===== src/rtl/lpm_pkg.sv =====
// Shared types for the LPM responder: handshake codes and register field positions.
package lpm_pkg;
    typedef enum logic [1:0] {
        HS_NONE  = 2'd0,
        HS_STALL = 2'd1,
        HS_NYET  = 2'd2,
        HS_ACK   = 2'd3
    } hs_e;

    localparam int unsigned REG_W    = 8;
    localparam int unsigned F_LVL_LO = 0;
    localparam int unsigned F_REQ    = 2;
    localparam int unsigned F_NAK    = 3;
    localparam int unsigned F_WAKE   = 4;
    localparam int unsigned F_RSV_LO = 5;
endpackage


===== src/rtl/lpm_ctrl_reg.sv =====
// Control register for the LPM responder.
// Holds the support level, sleep request and NAK bit, and decodes a wake start.
// Assumes a wake write arriving while a pulse is running is ignored.
// The handshake logic can clear the request bit, but a software write in
// the same cycle has priority over that clear.
module lpm_ctrl_reg
    import lpm_pkg::*;
(
    input  logic             clk,
    input  logic             rst_n,
    input  logic             wr_en,
    input  logic [REG_W-1:0] wr_data,
    input  logic             req_clr,
    input  logic             wake_busy,
    output logic [1:0]       lvl,
    output logic             req,
    output logic             nak,
    output logic             wake_start,
    output logic [REG_W-1:0] rd_data
);
    logic unused_rsvd;

    // Reserved bits are accepted on the bus and dropped.
    assign unused_rsvd = ^wr_data[REG_W-1:F_RSV_LO];

    // Store the writable fields; self-clear the request on an ACK.
    always_ff @(posedge clk) begin
        if (!rst_n) begin
            lvl <= 2'b00;
            req <= 1'b0;
            nak <= 1'b0;
        end else if (wr_en) begin
            lvl <= wr_data[F_LVL_LO +: 2];
            req <= wr_data[F_REQ];
            nak <= wr_data[F_NAK];
        end else if (req_clr) begin
            req <= 1'b0;
        end
    end

    // A wake starts on a write of 1 while no pulse is running.
    assign wake_start = wr_en && wr_data[F_WAKE] && !wake_busy;

    // Read value: reserved bits are 0, the wake bit shows that a pulse is running.
    always_comb begin
        rd_data                   = '0;
        rd_data[F_LVL_LO +: 2]    = lvl;
        rd_data[F_REQ]            = req;
        rd_data[F_NAK]            = nak;
        rd_data[F_WAKE]           = wake_busy;
    end
endmodule


===== src/rtl/lpm_wake_timer.sv =====
// Hardware-timed remote-wake pulse.
// When started, the pulse stays high for exactly WAKE_CYC cycles.
// Assumes WAKE_CYC >= 1 and that start is ignored while busy.
module lpm_wake_timer #(
    parameter int unsigned WAKE_CYC = 3000
) (
    input  logic clk,
    input  logic rst_n,
    input  logic start,
    output logic busy
);
    localparam int unsigned CW = $clog2(WAKE_CYC + 1);

    logic [CW-1:0] remain;

    // Load on start, count down while busy, drop busy at zero.
    always_ff @(posedge clk) begin
        if (!rst_n) begin
            busy   <= 1'b0;
            remain <= '0;
        end else if (!busy) begin
            if (start) begin
                busy   <= 1'b1;
                remain <= CW'(WAKE_CYC - 1);
            end
        end else if (remain == '0) begin
            busy <= 1'b0;
        end else begin
            remain <= remain - 1'b1;
        end
    end
endmodule


===== src/rtl/lpm_hs_decide.sv =====
// Combinational handshake choice for a decoded LPM token.
// Assumes the caller registers the result. Levels 00 and 01 give no handshake,
// 10 gives STALL, and 11 gives ACK or NYET depending on the request and FIFO state.
module lpm_hs_decide
    import lpm_pkg::*;
#(
    parameter int unsigned N_TXFIFO = 4
) (
    input  logic                tok,
    input  logic [1:0]          lvl,
    input  logic                req,
    input  logic [N_TXFIFO-1:0] fifo_empty,
    output hs_e                 code,
    output logic                irq_req,
    output logic                go_l1
);
    logic all_empty;

    // Data is pending if any FIFO reports non-empty.
    assign all_empty = &fifo_empty;

    // Pick the handshake and its side effects.
    always_comb begin
        code    = HS_NONE;
        irq_req = 1'b0;
        go_l1   = 1'b0;
        if (tok) begin
            unique case (lvl)
                2'b10:   code = HS_STALL;
                2'b11: begin
                    if (req && all_empty) begin
                        code    = HS_ACK;
                        irq_req = 1'b1;
                        go_l1   = 1'b1;
                    end else begin
                        code    = HS_NYET;
                        irq_req = req;
                    end
                end
                default: code = HS_NONE;
            endcase
        end
    end
endmodule


===== src/rtl/lpm_responder.sv =====
// LPM responder top level.
// Registers the handshake, tracks L1, arms NAK forcing, and drives the interrupt
// pulse and its sticky flag. Assumes lpm_tok_i and host_resume_i are
// single-cycle strobes already synchronised to clk.
module lpm_responder
    import lpm_pkg::*;
#(
    parameter int unsigned N_TXFIFO = 4,
    parameter int unsigned WAKE_CYC = 3000
) (
    input  logic                clk,
    input  logic                rst_n,
    input  logic                cfg_wr_en,
    input  logic [7:0]          cfg_wr_data,
    output logic [7:0]          cfg_rd_data,
    input  logic                irq_clr_i,
    input  logic                lpm_tok_i,
    input  logic [N_TXFIFO-1:0] tx_fifo_empty_i,
    input  logic                host_resume_i,
    output logic                hs_valid_o,
    output logic [1:0]          hs_code_o,
    output logic                l1_o,
    output logic                force_nak_o,
    output logic                resume_o,
    output logic                irq_o,
    output logic                irq_flag_o
);
    logic [1:0] lvl;
    logic       req, nak, wake_start, wake_busy;
    hs_e        code_d;
    logic       irq_d, go_l1_d, armed;

    lpm_ctrl_reg u_reg (
        .clk        (clk),
        .rst_n      (rst_n),
        .wr_en      (cfg_wr_en),
        .wr_data    (cfg_wr_data),
        .req_clr    (go_l1_d),
        .wake_busy  (wake_busy),
        .lvl        (lvl),
        .req        (req),
        .nak        (nak),
        .wake_start (wake_start),
        .rd_data    (cfg_rd_data)
    );

    lpm_wake_timer #(.WAKE_CYC(WAKE_CYC)) u_wake (
        .clk   (clk),
        .rst_n (rst_n),
        .start (wake_start),
        .busy  (wake_busy)
    );

    lpm_hs_decide #(.N_TXFIFO(N_TXFIFO)) u_dec (
        .tok        (lpm_tok_i),
        .lvl        (lvl),
        .req        (req),
        .fifo_empty (tx_fifo_empty_i),
        .code       (code_d),
        .irq_req    (irq_d),
        .go_l1      (go_l1_d)
    );

    // Register the handshake and the interrupt pulse.
    always_ff @(posedge clk) begin
        if (!rst_n) begin
            hs_valid_o <= 1'b0;
            hs_code_o  <= HS_NONE;
            irq_o      <= 1'b0;
        end else begin
            hs_valid_o <= (code_d != HS_NONE);
            hs_code_o  <= code_d;
            irq_o      <= irq_d;
        end
    end

    // Sticky interrupt flag: a new event wins over a clear.
    always_ff @(posedge clk) begin
        if (!rst_n)          irq_flag_o <= 1'b0;
        else if (irq_d)      irq_flag_o <= 1'b1;
        else if (irq_clr_i)  irq_flag_o <= 1'b0;
    end

    // L1 state: any resume exits, an ACK enters.
    always_ff @(posedge clk) begin
        if (!rst_n)                           l1_o <= 1'b0;
        else if (host_resume_i || wake_start) l1_o <= 1'b0;
        else if (go_l1_d)                     l1_o <= 1'b1;
    end

    // NAK arming: set on L1 entry, dropped once the NAK bit is clear outside L1.
    always_ff @(posedge clk) begin
        if (!rst_n)             armed <= 1'b0;
        else if (go_l1_d)       armed <= 1'b1;
        else if (!nak && !l1_o) armed <= 1'b0;
    end

    assign force_nak_o = nak && (armed || l1_o);
    assign resume_o    = wake_busy;
endmodule


===== config.mk =====
export PLATFORM = sky130hd
export DESIGN_NAME = lpm_responder
export DESIGN_NICKNAME = d
export VERILOG_FILES = /design/src/rtl/lpm_pkg.sv /design/src/rtl/lpm_ctrl_reg.sv /design/src/rtl/lpm_wake_timer.sv /design/src/rtl/lpm_hs_decide.sv /design/src/rtl/lpm_responder.sv
export SDC_FILE = /design/constraint.sdc
export NUM_CORES = 1
export LEC_CHECK = 0
export BUFFER_PORTS_ARGS = -buffer_cell sky130_fd_sc_hd__buf_4
export CORE_MARGIN = 1.5
export CORE_UTILIZATION = 40
export DETAILED_ROUTE_END_ITERATION = 8
export GPL_TIMING_DRIVEN = 0
export PLACE_DENSITY_LB_ADDON = 0.15
export SYNTH_ARGS = -nofsm -noshare
export SYNTH_HDL_FRONTEND = slang
export SYNTH_SLANG_ARGS = --single-unit

===== constraint.sdc =====
create_clock -name clk -period 2.6 [get_ports clk]
set_input_delay 0.13 -clock clk [delete_from_list [all_inputs] [get_ports clk]]
set_output_delay 0.13 -clock clk [all_outputs]
set_load 0.02 [all_outputs]

==> impl_metrics.ini <==
[pwr]
internal_power_uw = 559
clockPowerShare = 0.248
finalPower_uw = 795
p_per_area_nw_per_um2 = 559
seqPwrFrac = 0.528
vdd_drop_max_uv = 314
p_sw_uw = 236
p_comb_frac = 0.224
p_sw_frac = 0.296
leakage_uw = 0.000634

[critical_path]
path_class = reg2reg
cp_num_buf_inv = 0
worstPathArrival_ns = 2.43
crit_required_ns = 2.83
reg2regPathDepth = 4
path_depth = 4
path_max_fanout = 9
endpoint_kind = register
startpoint_type = register
worstPathCellList = or4b_4 -> a311o_1 -> or4b_1 -> and3_1
crit_family = simple AND/OR/NAND/NOR gates
cpMaxStageDelayCell = or4b_4
slowest_delay_ns = 0.55

[sta]
fmax_mhz = 453
min_period_over_period = 0.848
hold_viol = 0
setup_violations = 0
hold_ws_ns = 0.0515
tightest_slew_ns = 0.879
skew_ns = 0.00742
max-slew-margin-rel = 0.405
finalSetupTns_ns = 0
slew_violations = 0
period_needed_ns = 2.21
rsz0062_at_grt = no

[synth]
yosysWarnings = 0
synth_seq_area_share = 0.421
syn_area_per_cell_um2 = 8.71
synth_edf_count = 0
netlist_area_um2 = 1140
synthCells = 131
synth-seq-cells = 24
synth_ff_type = dfxtp_1
synthArstFlopShare = 0
synth_cell_type_count = 37

[global_routing]
grt_pass1_wl_um = 4140
grt_usage = 0.166
grt_max_degree = 14
grt_overflow = 0
grt_pass1_vias = 935
antenna_found_initial = 0

[floorplanning]
ios = 34
die_area_um2 = 3180
rows = 19
fp.dieW_um = 56.4
die_h_um = 56.4
coreArea_um2 = 2730
initial_utilization = 0.417

[place]
dpl_cell_area_um2 = 1380
portBuffers = 25
gp_congestion = 0.762
dpl.hpwl_um = 1920

[final_layout]
antenna_cells = 0
final_cell_mix = buf_4, dfxtp_1, nor2_1
fin_area_um2 = 1420
fillers = 265
drive_gt1_frac = 0.264
nets = 184
regArea_um2 = 480
area_growth_pct = 24.6
fin_util = 0.520
multi_input_area_um2 = 558
final_common_cell = buf_4

[routing]
antenna_left = 0
vias = 1038
avgViaCountPerCell = 5.35
routedWlPerCell_um = 12.9
drc = 0
route.final.wire_length_um = 2490
first_pass_iters = 4
drt_iter0_drc = 17

[clock_tree]
clockBufferDepth = 2
cts.htree.levels = 1
path_clk_slew_ns = 0.14
cts_root_buf = clkbuf_4
numCtsBuffers = 3
cts.sinks = 24
cts_resized = 0
clkLatencyLatePin_ns = 0.31
cts_tree = built

[status]
status = finished clean

[run]
max_cap_viol_count = 0

[min_path]
hp-class = in2reg
worstHoldPathCells = 3
[per-layer routing]
layer | vias up | share of wire | GRT usage
li1 | 526 | - | -
met1 | 491 | 0.46 | 0.218
met2 | 19 | 0.49 | 0.261
met3 | 2 | 0.039 | 0.0323
met4 | 0 | 0.0084 | 0.0816
met5 | - | 0 | 0
[through the flow]
stage               std cells  worst slack, ns
floorplan                 133            0.452
global placement          189            0.450
detailed placement        189            0.401
CTS                       194            0.377
global route              194            0.225
finish                    194            0.394
[path summary, 6_finish.rpt]
check | from | endpoint | slack, ns
worst min-delay path | cfg_wr_data[1] | u_reg.lvl[1] | 0.05
worst min register to register | armed | armed | 0.49
worst max register to register | u_wake.busy | u_wake.remain[11] | 0.39
worst max-delay path | u_wake.busy | u_wake.remain[11] | 0.39
[flip-flops by register name, indices dropped and copies added (netlist names)]
name,cells
hs_code_o,2
irq_flag_o,1
l1_o,1
armed,1
u_reg.req,1
irq_o,1
u_reg.nak,1
hs_valid_o,1
u_reg.lvl,2
u_wake.busy,1
u_wake.remain,12
[what timing repair did]
| action | 4_1_cts | 5_1_grt |
|---|---|---|
| hold buffers | 1 | 0 |
| setup endpoints to repair | 0 | 0 |
| hold endpoints to repair | 1 | 0 |
| setup buffers | 0 | 0 |
[cell type report]
| type | instances | share of cell area |
|---|---|---|
| clock buffer | 4 | 0.0255 |
| timing repair buffer | 26 | 0.139 |
| multi-input combinational | 90 | 0.393 |
| tap | 31 | 0.0273 |
| inverter | 7 | 0.0185 |
| sequential | 24 | 0.338 |
| buffer | 12 | 0.0590 |
[worst reg2reg max path, stage by stage (launching register included)]
cell and delay (ns):
dfxtp_1 0.50, or4b_4 0.55, a311o_1 0.38, or4b_1 0.51, and3_1 0.18
[cell families after synthesis]
group	Yosys count	synth area share
compound gates	27	0.160
fa+ha+maj	2	0.0219
buf+inv	19	0.0965
flops	24	0.421
mux	5	0.0439
other cells	1	0.00329
simple gates	53	0.253
[Yosys cell counts (2+ instances only)]
cell	n	area (um^2)
nand3_1	5	25.0
a311oi_1	2	17.5
a211oi_1	3	22.5
o31ai_1	3	22.5
or3_1	2	12.5
and2_1	2	12.5
a31oi_1	3	18.8
mux2i_1	5	50.1
ha_1	2	25.0
dfxtp_1	24	480
o21ai_0	5	25.0
nand2_1	11	41.3
and3_1	4	25.0
buf_4	8	60.1
nor2_1	13	48.8
clkbuf_1	2	7.51
a21oi_1	6	30.0
nor3_1	4	20.0
inv_1	7	26.3
nor4_1	3	18.8
[power by group through the flow]
stage | logic [uW] | registers, uW | clock network, uW
final | 178 | 420 | 197
after global routing | 197 | 424 | 225
after floorplan | 122 | 425 | 0
after CTS | 180 | 419 | 206
after global placement | 172 | 425 | 0
after detailed placement | 179 | 427 | 0
No activity file was read; power rests on OpenSTA's default activity.
